## config.mk

```make
export PLATFORM = sky130hd
export DESIGN_NAME = pin_lock_gate
export DESIGN_NICKNAME = d
export VERILOG_FILES = /design/src/rtl/pin_lock_pkg.sv /design/src/rtl/key_arm.sv /design/src/rtl/lock_bank.sv /design/src/rtl/pin_lock_gate.sv
export SDC_FILE = /design/constraint.sdc
export NUM_CORES = 1
export LEC_CHECK = 0
export BUFFER_PORTS_ARGS = -buffer_cell sky130_fd_sc_hd__buf_2
export CAP_MARGIN = 30
export CORE_MARGIN = 10
export CORE_UTILIZATION = 48
export DETAILED_ROUTE_END_ITERATION = 8
export PLACE_DENSITY = 0.77
export SLEW_MARGIN = 25
export SYNTH_ARGS = -nofsm -noshare
export SYNTH_HDL_FRONTEND = slang
export SYNTH_SLANG_ARGS = --single-unit
```

## constraint.sdc

```tcl
create_clock -name clk -period 1.8 [get_ports clk]
set_input_delay 0.09 -clock clk [delete_from_list [all_inputs] [get_ports clk]]
set_output_delay 0.09 -clock clk [all_outputs]
set_load 0.02 [all_outputs]
```

## src/rtl/pin_lock_pkg.sv

```systemverilog
// Package: shared word type and default constants of the pin write lock.
// Assumes 32 pins per bank, matching the bus data width.
package pin_lock_pkg;
    localparam int WORD_W = 32;
    typedef logic [WORD_W-1:0] word_t;
    localparam word_t DEF_KEY      = 32'h00A5_A501;
    localparam int    DEF_KEY_ADDR = 'h520;
    localparam int    DEF_LOCK_LO  = 'h500;
endpackage

```

## src/rtl/key_arm.sv

```systemverilog
// Module: one-shot arming flag driven by key-register writes.
// Assumes the caller decodes address and key value; any bus write
// re-evaluates the flag, idle cycles hold it.
module key_arm (
    input  logic clk,
    input  logic rst_n,
    input  logic wr_en,
    input  logic key_addr_hit,
    input  logic key_data_ok,
    output logic armed
);
    // Arm on a correct key write, drop on any other write.
    always_ff @(posedge clk) begin
        if (!rst_n)
            armed <= 1'b0;
        else if (wr_en)
            armed <= key_addr_hit && key_data_ok;
    end

    a_r2_key_arms: assert property (@(posedge clk) disable iff (!rst_n)
        (wr_en && key_addr_hit && key_data_ok) |=> armed);
    a_r5_other_write_disarms: assert property (@(posedge clk) disable iff (!rst_n)
        (wr_en && !(key_addr_hit && key_data_ok)) |=> !armed);
    a_r10_idle_holds: assert property (@(posedge clk) disable iff (!rst_n)
        !wr_en |=> $stable(armed));
endmodule

```

## src/rtl/lock_bank.sv

```systemverilog
// Module: one bank's lock word. Loads only on a selected write while armed.
// Assumes sel is already qualified by the bus write strobe.
module lock_bank #(
    parameter int PINS = 32
) (
    input  logic            clk,
    input  logic            rst_n,
    input  logic            sel,
    input  logic            armed,
    input  logic [PINS-1:0] wdata,
    output logic [PINS-1:0] lock_q
);
    // Hold the lock word; reset locks every pin.
    always_ff @(posedge clk) begin
        if (!rst_n)
            lock_q <= '1;
        else if (sel && armed)
            lock_q <= wdata;
    end

    a_r3_armed_load: assert property (@(posedge clk) disable iff (!rst_n)
        (sel && armed) |=> (lock_q == $past(wdata)));
    a_r4_guarded: assert property (@(posedge clk) disable iff (!rst_n)
        !(sel && armed) |=> $stable(lock_q));
endmodule

```

## src/rtl/pin_lock_gate.sv

```systemverilog
// Module: top of the password-gated per-pin write lock.
// Decodes the key register and the per-bank lock words on a simple
// register bus, returns lock words on reads and drives a write-allowed
// bit per pin. Assumes word-aligned accesses; misaligned ones are unmapped.
module pin_lock_gate
    import pin_lock_pkg::*;
#(
    parameter int    NUM_BANKS = 8,
    parameter int    ADDR_W    = 12,
    parameter int    KEY_ADDR  = DEF_KEY_ADDR,
    parameter int    LOCK_LO   = DEF_LOCK_LO,
    parameter word_t KEY_VAL   = DEF_KEY
) (
    input  logic                       clk,
    input  logic                       rst_n,
    input  logic                       bus_we,
    input  logic [ADDR_W-1:0]          bus_addr,
    input  logic [WORD_W-1:0]          bus_wdata,
    output logic [WORD_W-1:0]          bus_rdata,
    output logic [NUM_BANKS*WORD_W-1:0] pin_wr_ok
);
    localparam int PINS   = WORD_W;
    localparam int BIDX_W = (NUM_BANKS > 1) ? $clog2(NUM_BANKS) : 1;
    localparam logic [ADDR_W-1:0] A_KEY = ADDR_W'(KEY_ADDR);
    localparam logic [ADDR_W-1:0] A_LO  = ADDR_W'(LOCK_LO);
    localparam logic [ADDR_W-1:0] A_HI  = ADDR_W'(LOCK_LO + 4 * NUM_BANKS);

    logic              armed;
    logic              key_hit;
    logic              lock_hit;
    logic [ADDR_W-1:0] offs;
    logic [BIDX_W-1:0] bidx;
    logic [PINS-1:0]   lock_w [NUM_BANKS];

    // Decode the key register and the lock-word window.
    always_comb begin
        offs     = bus_addr - A_LO;
        bidx     = offs[2 +: BIDX_W];
        key_hit  = (bus_addr == A_KEY);
        lock_hit = (bus_addr >= A_LO) && (bus_addr < A_HI) &&
                   (bus_addr[1:0] == 2'b00);
    end

    key_arm u_arm (
        .clk          (clk),
        .rst_n        (rst_n),
        .wr_en        (bus_we),
        .key_addr_hit (key_hit),
        .key_data_ok  (bus_wdata == KEY_VAL),
        .armed        (armed)
    );

    for (genvar b = 0; b < NUM_BANKS; b++) begin : g_bank
        logic sel;
        assign sel = bus_we && lock_hit && (bidx == BIDX_W'(b));
        lock_bank #(.PINS(PINS)) u_bank (
            .clk    (clk),
            .rst_n  (rst_n),
            .sel    (sel),
            .armed  (armed),
            .wdata  (bus_wdata),
            .lock_q (lock_w[b])
        );
        assign pin_wr_ok[b*PINS +: PINS] = ~lock_w[b];
    end

    // Read mux: lock word of the addressed bank, zero elsewhere.
    always_comb begin
        bus_rdata = '0;
        for (int b = 0; b < NUM_BANKS; b++)
            if (lock_hit && (bidx == BIDX_W'(b)))
                bus_rdata = lock_w[b];
    end

    a_r8_unmapped_zero: assert property (@(posedge clk) disable iff (!rst_n)
        !lock_hit |-> (bus_rdata == '0));
endmodule

```

==> results of run 1 <==
-- cell usage in the layout (no fill, tap or decap), types with 10 or more instances in the layout --
master         count
o221ai_1          13
a21oi_1           17
nor2b_1           10
nand3_1          197
clkbuf_16         29
inv_1            257
o2111ai_1         11
buf_6             44
buf_4             77
dfxtp_1          235
mux4_2            13
o211ai_2          34
o21a_1            13
buf_2            299
o21ai_0          129
mux2_2            14
mux2i_1           32
dlygate4sd3_1     30
a32o_2            10
nand2_1          192
o211ai_1         134
clkbuf_8          11
dfxtp_2           22
buf_12            23
-- stage by stage --
stage / power (W) / utilization / TNS [ns] / cell area, um^2
after global placement: 0.006639 / 0.5781 / -13.75 / 15110
after floorplan: 0.006283 / - / 0 / 12820
after global routing: 0.01315 / 0.6552 / -7.471 / 17120
after detailed placement: 0.006643 / 0.5781 / -17.81 / 15110
final: 0.01287 / 0.6553 / -5.514 / 17120
after CTS: 0.01285 / 0.6507 / -5.783 / 17010
-- tightest hold or removal path, cell delays in order --
cell      delay, ns
buf_2          0.12
buf_4          0.18
nand2_1        0.07
o211ai_1       0.08
-- power breakdown --
| group | switching [W] | total, W | internal (W) |
|---|---|---|---|
| registers | 0.00000000000000000842 | 0.00569 | 0.00569 |
| clock network | 0.00243 | 0.00621 | 0.00378 |
| logic | 0.000647 | 0.000971 | 0.000324 |
| total | 0.00308 | 0.0129 | 0.00979 |
-- cells by family (layout without fill, tap and decap cells) --
kind of cell,count (synthesis),count (layout),synth area share
flip-flops,257,257,0.4030
AO/OA/AOI/OAI,396,396,0.2234
AND/OR/NAND/NOR,449,449,0.1680
other,0,1,0
buffers and inverters,438,783,0.1408
multiplexers,64,64,0.06479
-- timing repair --
item,CTS,global route
setup endpoints to repair,32,38
gates resized for setup,128,20
cloned,1,0
pin swaps,26,13
endpoints found under the hold margin,234,0
hold buffers,30,0
buffers inserted,16,3
-- sequential cells by signal (all words and copies together), names as in the netlist --
signal	cells
u_arm.armed	1
g_bank.u_bank.lock_q	256
-- synthesized netlist by cell type (all sizes together), types with 7 or more instances --
cell	number
o21ai	129
mux2i	32
mux4	13
dfxtp	257
clkbuf	114
o21a	13
a21oi	24
mux2	19
a32o	11
a221oi	11
nor2b	17
nand2	192
a221o	8
o221ai	13
nor4	7
a22oi	8
buf	67
o211ai	168
inv	257
o2111ai	11
nand3	203
-- per-layer routing --
layer  track usage  vias to the layer above  share of wire
met5             0                        -              0
met2        0.4710                      935           0.46
met3       0.08103                      166           0.11
met4        0.1256                        0          0.044
met1        0.3706                     6591           0.39
li1              -                     6120              -
-- layout make-up --
| type | count | area (um^2) | area share |
|---|---|---|---|
| Sequential cell | 257 | 5172 | 0.3021 |
| Multi-Input combinational cell | 909 | 6213 | 0.3629 |
| Clock inverter | 9 | 128.9 | 0.007526 |
| Clock buffer | 43 | 878.3 | 0.05129 |
| Tap cell | 335 | 419.2 | 0.02448 |
| Antenna cell | 1 | 2.502 | 0.0001461 |
| Inverter | 257 | 964.7 | 0.05634 |
| Timing Repair Buffer | 474 | 3344 | 0.1953 |
-- final timing paths --
| path | startpoint | end | cells after the start |
|---|---|---|---|
| worst max-delay path | bus_addr[1] | bus_rdata[18] | 9 |
| worst min register to register | g_bank[6].u_bank.lock_q[16] | g_bank[6].u_bank.lock_q[16] | 2 |
| worst max register to register | u_arm.armed | g_bank[4].u_bank.lock_q[28] | 5 |
| worst min-delay path | bus_wdata[4] | g_bank[3].u_bank.lock_q[4] | 4 |
==> results.json, run 1 <==
{
  "cp-start-kind": "input pin",
  "synth_top_cell_by_area": "dfxtp_1",
  "ys_seq_area_frac": 0.4030,
  "slowest_delay_ns": 0.56,
  "max_slew_margin": 0.4730,
  "chipHeight_um": 183.1,
  "synth_top_cell_area_share": 0.4030,
  "antenna_found_initial": 0,
  "setup_slack_ns": -0.2171,
  "finalNonFillerCells": 2285,
  "avgRoutedWirePerCell_um": 22.97,
  "gp_congestion": 0.9129,
  "die_area_um2": 33520,
  "cts_tree": "built",
  "status": "complete, but fails checks",
  "tightestPinTransition_ns": 0.7905,
  "cp_common_cell": "buf_6",
  "synth_cell_types": 43,
  "avgSynthCellArea_um2": 7.959,
  "cts_sinks": 257,
  "drc": 0,
  "crit_chain": "buf_6 > or4b_4 > buf_6 > buf_6 > nor3_4 > buf_12 > nand3_1 > a22oi_2 > buf_6",
  "cp.required_ns": 1.71,
  "dp.cells": 2182,
  "first_iter_violations": 1913,
  "rsz0062_at_grt": "yes",
  "critPathKind": "input pin to output port",
  "core_area_um2": 26130,
  "clk_latency_ns": 0.55,
  "cts_root_buf": "clkbuf_16",
  "crit_slowest_cell": "or4b_4",
  "syn-cell-area_um2": 12770,
  "r2r_setup_slack_ns": 0.13,
  "power.density_nw_per_um2": 751.6,
  "ys_seq_elements": 257,
  "finalMaxSlewViolations": 0,
  "syn_nets": 1651,
  "dr_total_vias": 13810,
  "ys.flop_type": "dfxtp_1",
  "max_freq_mhz": 495.8,
  "cts_buffer_depth": 3,
  "area_growth_pct": 34.14,
  "finClkSkew_ns": 0.01811,
  "hold_viol_final": 0,
  "critical-path-top-delay-family": "simple AND/OR/NAND/NOR gates",
  "yosysWarnings": 0,
  "place_ws_ns": -0.3426,
  "leakagePower_nw": 9.389,
  "dr.pass1.iters": 8,
  "fin_nets": 1975,
  "grt_max_degree": 82,
  "wl_um": 52480,
  "num_rows": 59,
  "grt_pass1_vias": 13590,
  "portBuffers": 334,
  "cp_max_fo": 11,
  "drv_cap": 0,
  "grt_first_pass_wirelength_um": 79420,
  "worstPathArrival_ns": 1.93,
  "overflow": 0,
  "critPathBufInv": 5,
  "whs_ns": 0.03680,
  "violations": "negative setup slack",
  "hpwlAfterDp_um": 35940,
  "num_io_pins": 335,
  "die_x_um": 183.1,
  "report.final.setup_viol": 32,
  "fin_crit_ns": 2.017,
  "hold_path_class": "input pin to flop",
  "min_period_over_period": 1.121,
  "fill_cells": 2083,
  "start_util": 0.4885,
  "numCtsBuffers": 29,
  "path_clk_slew_ns": 0.06,
  "synth_area_leaders": "dfxtp_1 40%, nand3_1 8.0%, o211ai_1 7.9%",
  "htree_num_levels": 1,
  "async_flop_share": 0,
  "synth-edff-count": 0,
  "track_usage": 0.2960,
  "irDropWorstVdd_mv": 0.6261,
  "syn_inst": 1604,
  "ant_nets": 0,
  "vias_per_cell": 6.045,
  "layout-drive-gt1-share": 0.3309,
  "end_kind": "output port"
}
Power figures use the tool's default switching activity.
==> run 2: changes to the inputs <==
CTS_BUF_LIST = sky130_fd_sc_hd__clkbuf_4 sky130_fd_sc_hd__clkbuf_8 sky130_fd_sc_hd__clkbuf_16   (was default)
PLACE_DENSITY = 0.88   (was 0.77)
==> run 2 against run 1 <==
The flow still finishes with violations (negative setup slack); die area is the same; core utilization is 1.3 points higher; worst setup slack got worse by 0.0095 ns; critical path type is now flop to output port; largest cell class unchanged; clock power about the same; non-clock buffer count up 12; clock skew is 0.010 ns lower; sequential share of layout area fell by 0.45 points.
==> results.json, run 2 (synthesized netlist as in run 1, its figures left out) <==
{
  "fin_crit_ns": 2.027,
  "wl_um": 55150,
  "grt_pass1_vias": 14030,
  "holdPathEnd": "g_bank[3].u_bank.lock_q[1]",
  "fill_cells": 1957,
  "worstHoldStart": "bus_wdata[1]",
  "cts_buffer_depth": 3,
  "min_period_over_period": 1.126,
  "cp-start-kind": "flop",
  "vias_per_cell": 6.240,
  "tightestPinTransition_ns": 0.8269,
  "start_util": 0.4885,
  "reg2reg_depth": 5,
  "clk_latency_ns": 0.55,
  "dr_total_vias": 14320,
  "r2r_end": "g_bank[4].u_bank.lock_q[7]",
  "critPathKind": "flop to output port",
  "finalNonFillerCells": 2295,
  "num_rows": 59,
  "max_slew_margin": 0.4488,
  "cts_sinks": 257,
  "grt_first_pass_wirelength_um": 82010,
  "avgRoutedWirePerCell_um": 24.03,
  "status": "complete, but fails checks",
  "hold_depth": 4,
  "max_freq_mhz": 493.4,
  "first_iter_violations": 2176,
  "hold_path_class": "input pin to flop",
  "largest_register": "g_bank.u_bank.lock_q",
  "num_io_pins": 335,
  "irDropWorstVdd_mv": 0.6431,
  "cts_tree": "built",
  "cp_max_fo": 2,
  "cp.required_ns": 1.71,
  "r2r_setup_slack_ns": 0.13,
  "leakagePower_nw": 9.558,
  "layout_common_cells": "298 x buf_2, 257 x inv_1, 220 x dfxtp_1, 196 x nand3_1, 192 x nand2_1",
  "reg_top3": "g_bank.u_bank.lock_q x256, u_arm.armed x1",
  "dr.pass1.iters": 6,
  "violations": "negative setup slack",
  "end_kind": "output port",
  "die_x_um": 183.1,
  "stdcell_area_um2": 17460,
  "track_usage": 0.3074,
  "grt_max_degree": 69,
  "htree_num_levels": 1,
  "finalMaxSlewViolations": 0,
  "overflow": 0,
  "largest_reg_flops": 256,
  "hold_viol_final": 0,
  "worst_r2r_startpoint": "u_arm.armed",
  "crit_slowest_cell": "dfxtp_2",
  "report.final.setup_viol": 32,
  "power.density_nw_per_um2": 741.1,
  "worstPathArrival_ns": 1.94,
  "dp.cells": 2192,
  "area_growth_pct": 36.73,
  "layout-drive-gt1-share": 0.3474,
  "drc": 0,
  "crit_chain": "mux2_4 > a221oi_4 > a21oi_4 > a32o_2 > buf_6",
  "hpwlAfterDp_um": 37160,
  "numCtsBuffers": 28,
  "core_area_um2": 26130,
  "die_area_um2": 33520,
  "finClkSkew_ns": 0.008112,
  "antenna_found_initial": 0,
  "gp_congestion": 0.9272,
  "place_area_um2": 15320,
  "drv_cap": 0,
  "final_common_cell": "buf_2",
  "setup_slack_ns": -0.2266,
  "portBuffers": 334,
  "slowest_delay_ns": 0.32,
  "fin_util": 0.6680,
  "fin_nets": 1986,
  "rsz0062_at_grt": "yes",
  "ant_nets": 0,
  "path_clk_slew_ns": 0.06,
  "chipHeight_um": 183.1,
  "antenna_cells": 0,
  "cts_root_buf": "clkbuf_16"
}
## run 2: cell count changes in the layout (fill, tap and decap cells not counted), moves of 4 or more
cell      before  now
dfxtp_1      235  220
dfxtp_2       22   36
mux2_2        14    7
buf_6         44   37
buf_4         77   83
mux2_4         5   12
buf_12        23   34
clkbuf_4       0    6
clkbuf_1       4    0
nor2b_1       10    6
clkbuf_8      11    6
## run 2: cell type report
cell class,instances,area [um^2],area share
clock inverters,11,157.7,0.009032
clock buffers,40,839.6,0.04810
repair buffers,486,3596,0.2060
inverters,257,964.7,0.05526
multi-input cells,909,6285,0.3600
well taps,335,419.2,0.02401
flip-flops and latches,257,5194,0.2975
## run 2: through the flow
stage / setup TNS [ns] / setup slack (ns) / total power (W) / hold WS (ns)
global route: -5.271 / -0.2543 / 0.01320 / 0.04349
finish: -4.597 / -0.2266 / 0.01294 / 0.04872
global placement: -10.86 / -0.1946 / 0.006670 / 0.4047
detailed placement: -15.21 / -0.2797 / 0.006677 / 0.4088
CTS: -4.491 / -0.2166 / 0.01286 / 0.01593
floorplan: 0 / 0.01301 / 0.006283 / 0.2778
## run 2: repair_timing
item                                    CTS  global route
pin swaps                                32            28
setup buffers                            17             4
endpoints found under the hold margin   231             0
cloned                                    2             0
resized for setup                       132            41
endpoints found under the setup margin   32            32
hold buffers                             31             0
## run 2: metal layers
layer	part of all wire	GRT usage	up-vias
met5	0	0	-
met4	0.054	0.1541	0
met3	0.13	0.09071	267
met2	0.45	0.4813	1235
met1	0.37	0.3787	6681
li1	-	-	6138
## run 2: critical path, delay by kind of cell, from the launching register on
kind,cells,cell delay (ns)
compound gates,3,0.66
flops,1,0.32
mux,1,0.27
buf+inv,1,0.13
## run 2: how the worst max path moves through the flow
| stage | start | end | slack (ns) | depth (start not counted) |
|---|---|---|---|---|
| final | g_bank[2].u_bank.lock_q[10] | bus_rdata[10] | -0.23 | 5 |
| after CTS | g_bank[2].u_bank.lock_q[10] | bus_rdata[10] | -0.22 | 5 |
| after detailed placement | bus_addr[6] | bus_rdata[10] | -0.28 | 8 |
| after global routing | g_bank[0].u_bank.lock_q[10] | bus_rdata[10] | -0.25 | 5 |
| after global placement | bus_addr[6] | bus_rdata[22] | -0.19 | 9 |
| after floorplan | bus_addr[6] | bus_rdata[12] | 0.01 | 5 |
## run 2: where the power goes
group | internal, W | switching (W)
clock | 0.00380 | 0.00243
sequential | 0.00568 | 0.00000000000000000813
combinational | 0.000350 | 0.000674
